## src/rtl/rtc_pkg.sv

```systemverilog
package rtc_pkg;

    // Sticky status carried from the status stage to the top.
    typedef struct packed {
        logic alm;
        logic inc;
    } rtc_flags_t;

    // Per-cycle events from the counter stage.
    typedef struct packed {
        logic step;
        logic match;
    } rtc_event_t;

endpackage

```

## src/rtl/rtc_prescaler.sv

```systemverilog
module rtc_prescaler #(
    parameter int PRESC_W = 16
) (
    input  logic               clk,
    input  logic               rst,
    input  logic               tick,
    input  logic               reload,
    input  logic [PRESC_W-1:0] presc_in,
    output logic               step
);
    // The register holds (setting - 1), so a setting of 0 wraps to all ones
    // and gives 2^PRESC_W ticks per step.
    localparam logic [PRESC_W-1:0] ONE = PRESC_W'(1);

    logic [PRESC_W-1:0] last_q;
    logic [PRESC_W-1:0] phase_q;

    assign step = tick && !reload && (phase_q == last_q);

    always_ff @(posedge clk) begin
        if (rst) begin
            last_q  <= '1;
            phase_q <= '0;
        end else if (reload) begin
            last_q  <= presc_in - ONE;
            phase_q <= '0;
        end else if (tick) begin
            phase_q <= (phase_q == last_q) ? '0 : phase_q + ONE;
        end
    end

    AST_PHASE_BOUND: assert property (@(posedge clk) disable iff (rst)
        phase_q <= last_q);

    AST_RELOAD_PHASE: assert property (@(posedge clk) disable iff (rst)
        reload |=> (phase_q == '0));
endmodule

```

## src/rtl/rtc_counter.sv

```systemverilog
module rtc_counter
    import rtc_pkg::*;
#(
    parameter int CNT_W = 20
) (
    input  logic             clk,
    input  logic             rst,
    input  logic             step,
    input  logic             clear,
    input  logic             alarm_wr,
    input  logic [CNT_W-1:0] alarm_in,
    output logic [CNT_W-1:0] count,
    output rtc_event_t       evt
);
    localparam logic [CNT_W-1:0] ONE = CNT_W'(1);

    logic [CNT_W-1:0] alarm_q;
    logic [CNT_W-1:0] nxt;

    // Natural wrap: all ones plus one gives 0, so an alarm of 0 waits a full lap.
    assign nxt       = count + ONE;
    assign evt.step  = step;
    assign evt.match = step && (nxt == alarm_q);

    always_ff @(posedge clk) begin
        if (rst) begin
            count   <= '0;
            alarm_q <= '0;
        end else begin
            if (alarm_wr) alarm_q <= alarm_in;
            if (clear)      count <= '0;
            else if (step)  count <= nxt;
        end
    end

    AST_STEP_ADVANCE: assert property (@(posedge clk) disable iff (rst)
        (step && !clear) |=> (count == $past(count) + ONE));

    AST_IDLE_HOLD: assert property (@(posedge clk) disable iff (rst)
        (!step && !clear) |=> $stable(count));

    AST_CLEAR_ZERO: assert property (@(posedge clk) disable iff (rst)
        clear |=> (count == '0));
endmodule

```

## src/rtl/rtc_status.sv

```systemverilog
module rtc_status
    import rtc_pkg::*;
(
    input  logic       clk,
    input  logic       rst,
    input  rtc_event_t evt,
    input  logic       rd,
    output rtc_flags_t flags
);
    always_ff @(posedge clk) begin
        if (rst) begin
            flags <= '0;
        end else begin
            // An event on the read edge wins over the clear.
            flags.inc <= evt.step  | (flags.inc & ~rd);
            flags.alm <= evt.match | (flags.alm & ~rd);
        end
    end

    AST_ALM_ON_STEP: assert property (@(posedge clk) disable iff (rst)
        $rose(flags.alm) |-> $past(evt.step));

    AST_READ_CLEAR: assert property (@(posedge clk) disable iff (rst)
        (rd && !evt.step) |=> !flags.inc);

    AST_INC_STICKY: assert property (@(posedge clk) disable iff (rst)
        (flags.inc && !rd) |=> flags.inc);
endmodule

```

## src/rtl/rtc_alarm_top.sv

```systemverilog
module rtc_alarm_top
    import rtc_pkg::*;
#(
    parameter int PRESC_W = 16,
    parameter int CNT_W   = 20
) (
    input  logic               clk,
    input  logic               rst,
    input  logic               slck_tick,
    input  logic               mode_wr,
    input  logic [PRESC_W-1:0] mode_presc,
    input  logic               alarm_wr,
    input  logic [CNT_W-1:0]   alarm_val,
    input  logic               status_rd,
    output logic [CNT_W-1:0]   count_out,
    output logic               flag_inc,
    output logic               flag_alm
);
    logic       step;
    rtc_event_t evt;
    rtc_flags_t flags;

    rtc_prescaler #(.PRESC_W(PRESC_W)) u_presc (
        .clk      (clk),
        .rst      (rst),
        .tick     (slck_tick),
        .reload   (mode_wr),
        .presc_in (mode_presc),
        .step     (step)
    );

    rtc_counter #(.CNT_W(CNT_W)) u_cnt (
        .clk      (clk),
        .rst      (rst),
        .step     (step),
        .clear    (mode_wr),
        .alarm_wr (alarm_wr),
        .alarm_in (alarm_val),
        .count    (count_out),
        .evt      (evt)
    );

    rtc_status u_stat (
        .clk   (clk),
        .rst   (rst),
        .evt   (evt),
        .rd    (status_rd),
        .flags (flags)
    );

    assign flag_inc = flags.inc;
    assign flag_alm = flags.alm;

    AST_MODE_KEEPS_FLAGS: assert property (@(posedge clk) disable iff (rst)
        (mode_wr && !status_rd) |=> (flag_inc == $past(flag_inc)));
endmodule

```

## config.mk

```make
export PLATFORM = sky130hd
export DESIGN_NAME = rtc_alarm_top
export DESIGN_NICKNAME = d
export VERILOG_FILES = /design/src/rtl/rtc_pkg.sv /design/src/rtl/rtc_prescaler.sv /design/src/rtl/rtc_counter.sv /design/src/rtl/rtc_status.sv /design/src/rtl/rtc_alarm_top.sv
export SDC_FILE = /design/constraint.sdc
export NUM_CORES = 1
export LEC_CHECK = 0
export CAP_MARGIN = 20
export CORE_ASPECT_RATIO = 0.5
export CORE_MARGIN = 4
export CORE_UTILIZATION = 60
export CTS_CLUSTER_SIZE = 28
export DETAILED_ROUTE_END_ITERATION = 10
export DONT_BUFFER_PORTS = 1
export GPL_ROUTABILITY_DRIVEN = 0
export PLACE_DENSITY_LB_ADDON = 0.08
export SLEW_MARGIN = 0
export SYNTH_ARGS = -nofsm -noshare
export SYNTH_HDL_FRONTEND = slang
export SYNTH_SLANG_ARGS = --single-unit
```

## constraint.sdc

```tcl
create_clock -name clk -period 2.65 [get_ports clk]
set_input_delay 0.265 -clock clk [delete_from_list [all_inputs] [get_ports clk]]
set_output_delay 0.265 -clock clk [all_outputs]
set_load 0.005 [all_outputs]
```

==> flow_summary.ini, run 1 <==
[status]
status = finished clean

[critical_path]
crit_path_cell_trace = nand4_1 > or4_1 > mux2i_1 > mux2i_1 > a21oi_1 > a211o_1 > o21ai_1
r2r_end = u_stat.flags[1]$_SDFF_PP0_
crit_path_start_kind = flip-flop
worstReg2RegStart = u_cnt.count[5]$_SDFFE_PP0P_
slowest_delay_ps = 720
crit_path_end_kind = flip-flop
path_class = flip-flop to flip-flop
cp_slowest_cell = or4_1
path_buf_inv = 0
arrival_ps = 2690
critPathRequiredTime_ps = 2920
worstPathMaxFanout = 13
crit_family = simple AND/OR/NAND/NOR gates
crit_top_cell = mux2i_1
rr_worst_depth = 7
r2r_setup_slack_ps = 230

[power]
p_int_mw = 1.94
power_leakage_nw = 1.56
p_total_mw = 2.47
p_clk_share_pct = 46.3
p_per_area_mw_per_mm2 = 577
switching_share_pct = 21.8
p_seq_share_pct = 47.6
switching_power_uw = 538
peakVddDrop_mv = 0.385
combPwrFrac_pct = 6.0

[detailed_routing]
dr.pass1.iters = 4
route.detailed.wl_per_inst_um = 16.2
wl_um = 8920
via_per_inst = 5.71
num_vias = 3153
detail-route-antenna-nets = 0
post-route-drc-count = 0
dr.first_iter.drc_count = 291

[finish]
area_growth_pct = 10.1
antenna_cells = 0
drive_gt1_share_pct = 6.90
final_nets = 504

[floorplanning]
die_x_um = 122
dieHeight_um = 65
die_area_sq_mm = 0.00793
core-area_sq_mm = 0.00618
start_util_pct = 63.1
placementRows = 20
ios = 64

[logic_synthesis]
yosysTopAreaCellShare_pct = 38.0
synth_top_area_cell = dfxtp_1
netlist_area_sq_mm = 0.00390
syn_avg_cell_area_sq_um = 8.46
synth-seq-cells = 74
synth_top_cells_by_area = dfxtp_1 38%, xnor2_1 9.4%, xor2_1 8.8%
yosysWarnings = 0
seq_area_frac_synth_pct = 38.0
syn_inst = 461
synth_nets = 506
synth.distinct_cells = 43

[cts]
htree_levels = 3
cts_buffers = 9
clk_pin_slew_ps = 60
cts_hold_buf = 3
cts.repair.resized = 0
cts_tree = yes
post-cts-setup-buffers = 0
cts_max_path_buffers = 2
cts_root_buffer = clkbuf_16
clk-insertion-delay-late_ps = 330
cts_num_sinks = 74

[timing]
min_period_ps = 2420
fmax_mhz = 413
slew_headroom_pct = 60.8
fin_setup_tns_ps = 0
slew_violations = 0
finalCritPeriodShare_pct = 91.3
setup_viol = 0
finalHoldViolations = 0
tightest_slew_ps = 587
skew_ps = 3.85
rsz0062_at_grt = false

[global_routing]
gr-total-overflow = 0
grt_start_max_net_pins = 26
grt_usage_pct = 23.8
grt_pass1_wl_um = 14900
antenna_found_initial = 0
grt_pass1_vias = 3113

[job]
cap_viol_max_count = 0

[hold_path]
hold_class = primary input to flip-flop
hold_end = u_cnt.alarm_q[19]$_SDFFE_PP0P_
hp-start = rst
hold_depth = 1

[place]
hpwl_um = 6360
port_buffers = 0
[layout make-up]
type                       count  area [sq um]
inverter                       4          15.0
tap                           88           110
timing repair buffer          12           100
multi-input combinational    358          2300
clock buffer                  14           274
clock inverter                 2          10.0
fill                         512          1890
sequential                    74          1480
[cells by family after synthesis]
kind of cell             synth area share (%)
adder cells (fa/ha/maj)                 0.963
flip-flops                               38.0
AND/OR/NAND/NOR                          25.8
buffers and inverters                    2.98
AO/OA/AOI/OAI                            7.93
multiplexers                             6.16
XOR/XNOR                                 18.2
[stage by stage]
step	cells	worst slack (ps)	instance area, sq um	hold slack (ps)	util [%]
2_1_floorplan	461	337	3900	413	-
3_3_place_gp	532	368	3970	340	64.2
3_5_place_dp	532	263	3970	342	64.2
4_1_cts	551	249	4280	0.549	69.3
5_1_grt	552	31.5	4290	6.51	69.4
6_report	552	230	4290	23.7	69.4
[cells in the mapped netlist]
cell type	n
and2_1	1
o22ai_1	1
o311ai_0	1
or4_4	1
nor3b_2	1
nand4_1	16
xor2_1	39
or3_1	10
or4b_1	1
a31oi_1	1
and3_1	11
a21boi_0	1
mux2i_1	24
buf_2	5
a21oi_1	19
ha_1	3
nand2_1	25
o21bai_1	1
or4_1	2
o21ai_1	1
or3_4	2
dfxtp_1	74
or2_2	5
nor4_2	1
xnor2_1	42
nor2_1	77
o21ai_0	13
clkbuf_2	1
o41ai_1	1
nand3_1	14
buf_1	1
o31ai_1	2
inv_1	4
nor4_1	7
a211o_1	7
o211ai_1	3
or2_1	3
or2b_1	1
clkbuf_1	18
nand2b_1	8
nor3b_1	1
and4_1	3
nor3_1	9
[sequential cells by signal, indices dropped and copies added, names as in the netlist]
name and cells:
u_cnt.alarm_q 20, u_cnt.count 20, u_presc.last_q 16, u_presc.phase_q 16, u_stat.flags 2
[placed cells by master (no fill, tap or decap), types with 7 or more instances in the layout]
master and n:
nand2_1 25, nand4_1 16, nor3_1 9, o21ai_0 13
xnor2_1 42, a21oi_1 19, a211o_1 7, mux2i_1 24
nor2_1 77, nand2b_1 8, and3_1 11, or3_1 10
dfxtp_1 74, clkbuf_16 9, nand3_1 14, nor4_1 7
buf_4 8, xor2_1 39
[per-layer routing]
metal | track usage, % | share of wire (%) | vias up
li1 | - | - | 1578
met1 | 28.3 | 43 | 1490
met2 | 41.3 | 50 | 78
met3 | 8.02 | 6.9 | 7
met4 | 6.56 | 0.62 | 0
met5 | 0 | 0 | -
[worst max path at each step]
stage	from	endpoint	slack (ps)	cells after the start
6_report	u_cnt.count[5]$_SDFFE_PP0P_	u_stat.flags[1]$_SDFF_PP0_	230	7
5_1_grt	u_cnt.count[5]$_SDFFE_PP0P_	u_stat.flags[1]$_SDFF_PP0_	30	7
4_1_cts	u_cnt.count[5]$_SDFFE_PP0P_	u_stat.flags[1]$_SDFF_PP0_	250	7
3_5_place_dp	u_cnt.count[5]$_SDFFE_PP0P_	u_stat.flags[1]$_SDFF_PP0_	260	7
3_3_place_gp	u_cnt.count[5]$_SDFFE_PP0P_	u_stat.flags[1]$_SDFF_PP0_	370	7
2_1_floorplan	u_cnt.count[0]$_SDFFE_PP0P_	u_stat.flags[1]$_SDFF_PP0_	340	9
[power by group through the flow]
stage                     Clock, mW  Sequential, mW  Combinational, mW
final                          1.15            1.18              0.150
after global routing           1.22            1.18              0.167
after CTS                      1.17            1.18              0.148
after global placement            0            1.20              0.134
after floorplan                   0            1.19              0.136
after detailed placement          0            1.20              0.138
(Power assumes the default switching activity.)
==> inputs of run 2 (changes only) <==
CORE_UTILIZATION = 35   (was 60)
==> run 2 against run 1 <==
Against the previous run: count of clock-buffer cells in the layout shrank 2; critical path depth stayed put; routed wire length is 3.4% higher; final cell count grew 9.6%; non-clock buffer count rose by 2; die area up 64%; hold slack better by 10 ps; clock power about the same; power is 1.4% lower; highest routed layer unchanged.
==> flow_summary.ini, run 2 (synthesized netlist as in run 1, its figures left out) <==
[timing]
slew_headroom_pct = 37.5
finalCritPeriodShare_pct = 86.2
skew_ps = 4.35
hold_ws_ps = 33.9
fmax_mhz = 438
rsz0062_at_grt = false
slew_violations = 0
min_period_ps = 2290
worst_slack_ps = 365
tightest_slew_ps = 934
fin_setup_tns_ps = 0
setup_viol = 0
finalHoldViolations = 0

[finish]
antenna_cells = 0
final_common_cell = nor2_1
layout_common_cells = 77 x nor2_1, 74 x dfxtp_1, 42 x xnor2_1, 39 x xor2_1, 25 x nand2_1
finalInstanceArea_sq_mm = 0.00435
area_growth_pct = 11.6
layout.cells.non_filler = 605
num-fill-cells = 1100
utilization_pct = 41.3
drive_gt1_share_pct = 7.96
final_nets = 506
reg_top3 = u_cnt.alarm_q (20), u_cnt.count (20)

[cts]
cts_max_path_buffers = 2
htree_levels = 3
cts_buffers = 9
clk-insertion-delay-late_ps = 330
post-cts-setup-buffers = 0
clk_pin_slew_ps = 60
cts_num_sinks = 74
cts.repair.resized = 0
cts_root_buffer = clkbuf_16
cts_hold_buf = 1
cts_tree = yes

[detailed_routing]
post-route-drc-count = 0
route.detailed.wl_per_inst_um = 15.3
dr.first_iter.drc_count = 169
detail-route-antenna-nets = 0
via_per_inst = 5.05
dr.pass1.iters = 4
wl_um = 9230
num_vias = 3055

[global_routing]
grt_usage_pct = 15.4
grt_pass1_wl_um = 15500
grt_start_max_net_pins = 23
grt_pass1_vias = 3011
gr-total-overflow = 0
antenna_found_initial = 0

[power]
p_per_area_mw_per_mm2 = 561
peakVddDrop_mv = 0.248
p_total_mw = 2.44
power_leakage_nw = 1.57

[critical_path]
worstPathMaxFanout = 11
critPathRequiredTime_ps = 2920
crit_path_start_kind = flip-flop
arrival_ps = 2550
crit_path_end_kind = flip-flop
path_class = flip-flop to flip-flop

[place]
place_inst = 589
port_buffers = 0
dpl-instance-area_sq_mm = 0.00407
place_ws_ps = 357
hpwl_um = 6760

[status]
status = finished clean

[floorplanning]
dieHeight_um = 82.6
start_util_pct = 37.0
die_area_sq_mm = 0.0130
core-area_sq_mm = 0.0105
ios = 64
die_x_um = 157
placementRows = 26

[hold_path]
hold_class = primary input to flip-flop

[job]
cap_viol_max_count = 0
run 2: cell types whose count changed in the layout (fill, tap and decap cells not counted):
cell / before / now
buf_4: 8 / 13
clkbuf_1: 2 / 1
clkbuf_8: 3 / 2
clkinv_2: 2 / 3
dlygate4sd3_1: 4 / 1
run 2: layer usage:
metal	global-route usage (%)	wire length, um
met1	19.9	4470
met2	24.7	4160
met3	4.69	471
met4	4.89	120
met5	0	0
run 2: power breakdown:
| part | internal [mW] | switching, mW |
|---|---|---|
| Sequential | 1.15 | 0.0287 |
| Clock | 0.674 | 0.442 |
| Combinational | 0.0783 | 0.0684 |
| Total | 1.90 | 0.540 |
run 2: worst max-delay path, cell delays in order, from the launching register on:
cell and delay, ps:
dfxtp_1 510, nand4_1 240, or4_1 720, xnor2_1 180, mux2i_1 120, a21oi_1 80
a211o_1 270, o21ai_1 100
run 2: final cells by class:
type,instances,area [sq um],area share (%)
tap,140,175,4.03
multi-input combinational,358,2300,52.9
sequential,74,1480,34.0
inverter,4,15.0,0.345
timing repair buffer,14,108,2.47
clock inverter,3,15.0,0.345
clock buffer,12,256,5.89
run 2: path summary, 6_finish.rpt:
check	startpoint	end	slack [ps]	depth (start not counted)
setup / recovery	u_cnt.count[4]$_SDFFE_PP0P_	u_stat.flags[1]$_SDFF_PP0_	360	7
hold / removal	rst	u_presc.last_q[14]$_SDFFE_PP1P_	30	1
setup reg to reg	u_cnt.count[4]$_SDFFE_PP0P_	u_stat.flags[1]$_SDFF_PP0_	360	7
hold reg to reg	u_presc.last_q[13]$_SDFFE_PP1P_	u_presc.last_q[13]$_SDFFE_PP1P_	490	1
==> inputs of run 3 (changes only) <==
clock period = 2.7 ns   (was 2.65 ns; I/O delays follow)
==> run 3 against run 2 <==
Against the previous run: sequential share of layout area decreased by 0.15 points; power increased by 2.2%; critical path depth unchanged; fmax decreased by 0.92%; global-route usage decreased by 0.29 points; sequential power about the same; register-to-register slack improved by 30 ps; first-iteration DRC count decreased by 30%; non-clock buffer count decreased by 2; final cell count decreased by 0.17%; combinational power about the same; count of clock-buffer cells in the layout increased by 3.
==> flow_summary.ini, run 3 (synthesized netlist as in run 1, its figures left out) <==
[detailed_routing]
detail-route-antenna-nets = 0
num_vias = 3021
dr.first_iter.drc_count = 119
via_per_inst = 5.00
wl_um = 9310
route.detailed.wl_per_inst_um = 15.4
post-route-drc-count = 0
dr.pass1.iters = 4

[job]
cap_viol_max_count = 0

[cts]
cts.repair.resized = 0
cts_max_path_buffers = 2
cts_tree = yes
clk-insertion-delay-late_ps = 330
cts_root_buffer = clkbuf_16
clk_pin_slew_ps = 60
cts_buffers = 9
cts_num_sinks = 74
htree_levels = 3

[global_routing]
antenna_found_initial = 0
grt_pass1_vias = 2907
gr-total-overflow = 0
grt_start_max_net_pins = 23
grt_pass1_wl_um = 15100
grt_usage_pct = 15.1

[place]
hpwl_um = 6670
place_inst = 586
dpl-instance-area_sq_mm = 0.00405
port_buffers = 0

[hold_path]
hold_end = u_presc.last_q[2]$_SDFFE_PP1P_
hold_class = primary input to flip-flop
hold_depth = 1
hp-start = rst

[critical_path]
r2r_end = u_stat.flags[1]$_SDFF_PP0_
path_class = flip-flop to flip-flop
crit_path_cell_trace = nand4_1 > or4_1 > mux2i_1 > mux2i_1 > a21oi_1 > a211o_1 > o21ai_1
cp-startpoint = u_cnt.count[4]$_SDFFE_PP0P_
slowest_delay_ps = 720
path_buf_inv = 0
arrival_ps = 2570
rr_worst_depth = 7
worstReg2RegStart = u_cnt.count[4]$_SDFFE_PP0P_
crit_path_start_kind = flip-flop
critPathRequiredTime_ps = 2970
worstPathMaxFanout = 11
cp_slowest_cell = or4_1
crit_top_cell = mux2i_1
crit_path_end_kind = flip-flop
r2r_setup_slack_ps = 390
crit_family = simple AND/OR/NAND/NOR gates

[timing]
rsz0062_at_grt = false
slew_headroom_pct = 43.1
min_period_ps = 2310
fmax_mhz = 434
finalCritPeriodShare_pct = 85.4
tightest_slew_ps = 850
fin_setup_tns_ps = 0
slew_violations = 0
skew_ps = 5.42
finalHoldViolations = 0
setup_viol = 0

[finish]
reg_top3 = u_cnt.alarm_q (20), u_cnt.count (20)
drive_gt1_share_pct = 7.54
final_nets = 504
utilization_pct = 41.5
finalInstanceArea_sq_mm = 0.00437
num-fill-cells = 1108
layout_common_cells = 77 x nor2_1, 74 x dfxtp_1, 42 x xnor2_1, 39 x xor2_1, 25 x nand2_1
area_growth_pct = 12.1
antenna_cells = 0
final_common_cell = nor2_1
layout.cells.non_filler = 604

[floorplanning]
start_util_pct = 37.0
ios = 64
die_area_sq_mm = 0.0130
dieHeight_um = 82.6
core-area_sq_mm = 0.0105
die_x_um = 157
placementRows = 26

[power]
p_total_mw = 2.49
p_per_area_mw_per_mm2 = 571
power_leakage_nw = 1.57
peakVddDrop_mv = 0.274

[status]
status = finished clean
==> run 3: per-stage QoR <==
stage / worst slack [ps] / hold WS [ps]
5_1_grt: 213 / 22.6
2_1_floorplan: 387 / 418
6_report: 394 / 37.3
4_1_cts: 360 / 27.2
3_3_place_gp: 409 / 347
3_5_place_dp: 377 / 348
==> run 3: where the power goes <==
part | internal (mW) | leakage (nW) | switching (mW) | total (mW)
Clock | 0.747 | 0.152 | 0.447 | 1.19
Sequential | 1.13 | 0.604 | 0.0281 | 1.15
Combinational | 0.0779 | 0.812 | 0.0677 | 0.146
Total | 1.95 | 1.57 | 0.542 | 2.49
==> run 3: worst max path at each step <==
stage                                       to  slack, ps  cells after the start
floorplan           u_stat.flags[1]$_SDFF_PP0_        390                      9
global placement    u_stat.flags[1]$_SDFF_PP0_        410                      7
detailed placement  u_stat.flags[1]$_SDFF_PP0_        380                      7
CTS                 u_stat.flags[1]$_SDFF_PP0_        360                      7
global route        u_stat.flags[1]$_SDFF_PP0_        210                      7
finish              u_stat.flags[1]$_SDFF_PP0_        390                      7
==> run 3: repair_timing <==
action,4_1_cts,5_1_grt
endpoints found under the hold margin,18,0
setup buffers,0,0
hold buffers,2,0
==> run 3: layer usage <==
metal | routed length, um | vias up | part of all wire, % | track usage (%)
li1 | - | 1584 | - | -
met1 | 4680 | 1388 | 50 | 19.5
met2 | 4090 | 39 | 44 | 24.4
met3 | 433 | 10 | 4.7 | 4.84
met4 | 107 | 0 | 1.1 | 4.38
met5 | 0 | - | 0 | 0
==> run 3: layout make-up <==
| cell class | count | area (sq um) | share of cell area (%) |
|---|---|---|---|
| clock buffers | 15 | 298 | 6.81 |
| flip-flops and latches | 74 | 1480 | 33.9 |
| well taps | 140 | 175 | 4.01 |
| multi-input cells | 358 | 2300 | 52.6 |
| inverters | 4 | 15.0 | 0.344 |
| repair buffers | 12 | 95.1 | 2.18 |
| clock inverters | 1 | 5.00 | 0.115 |
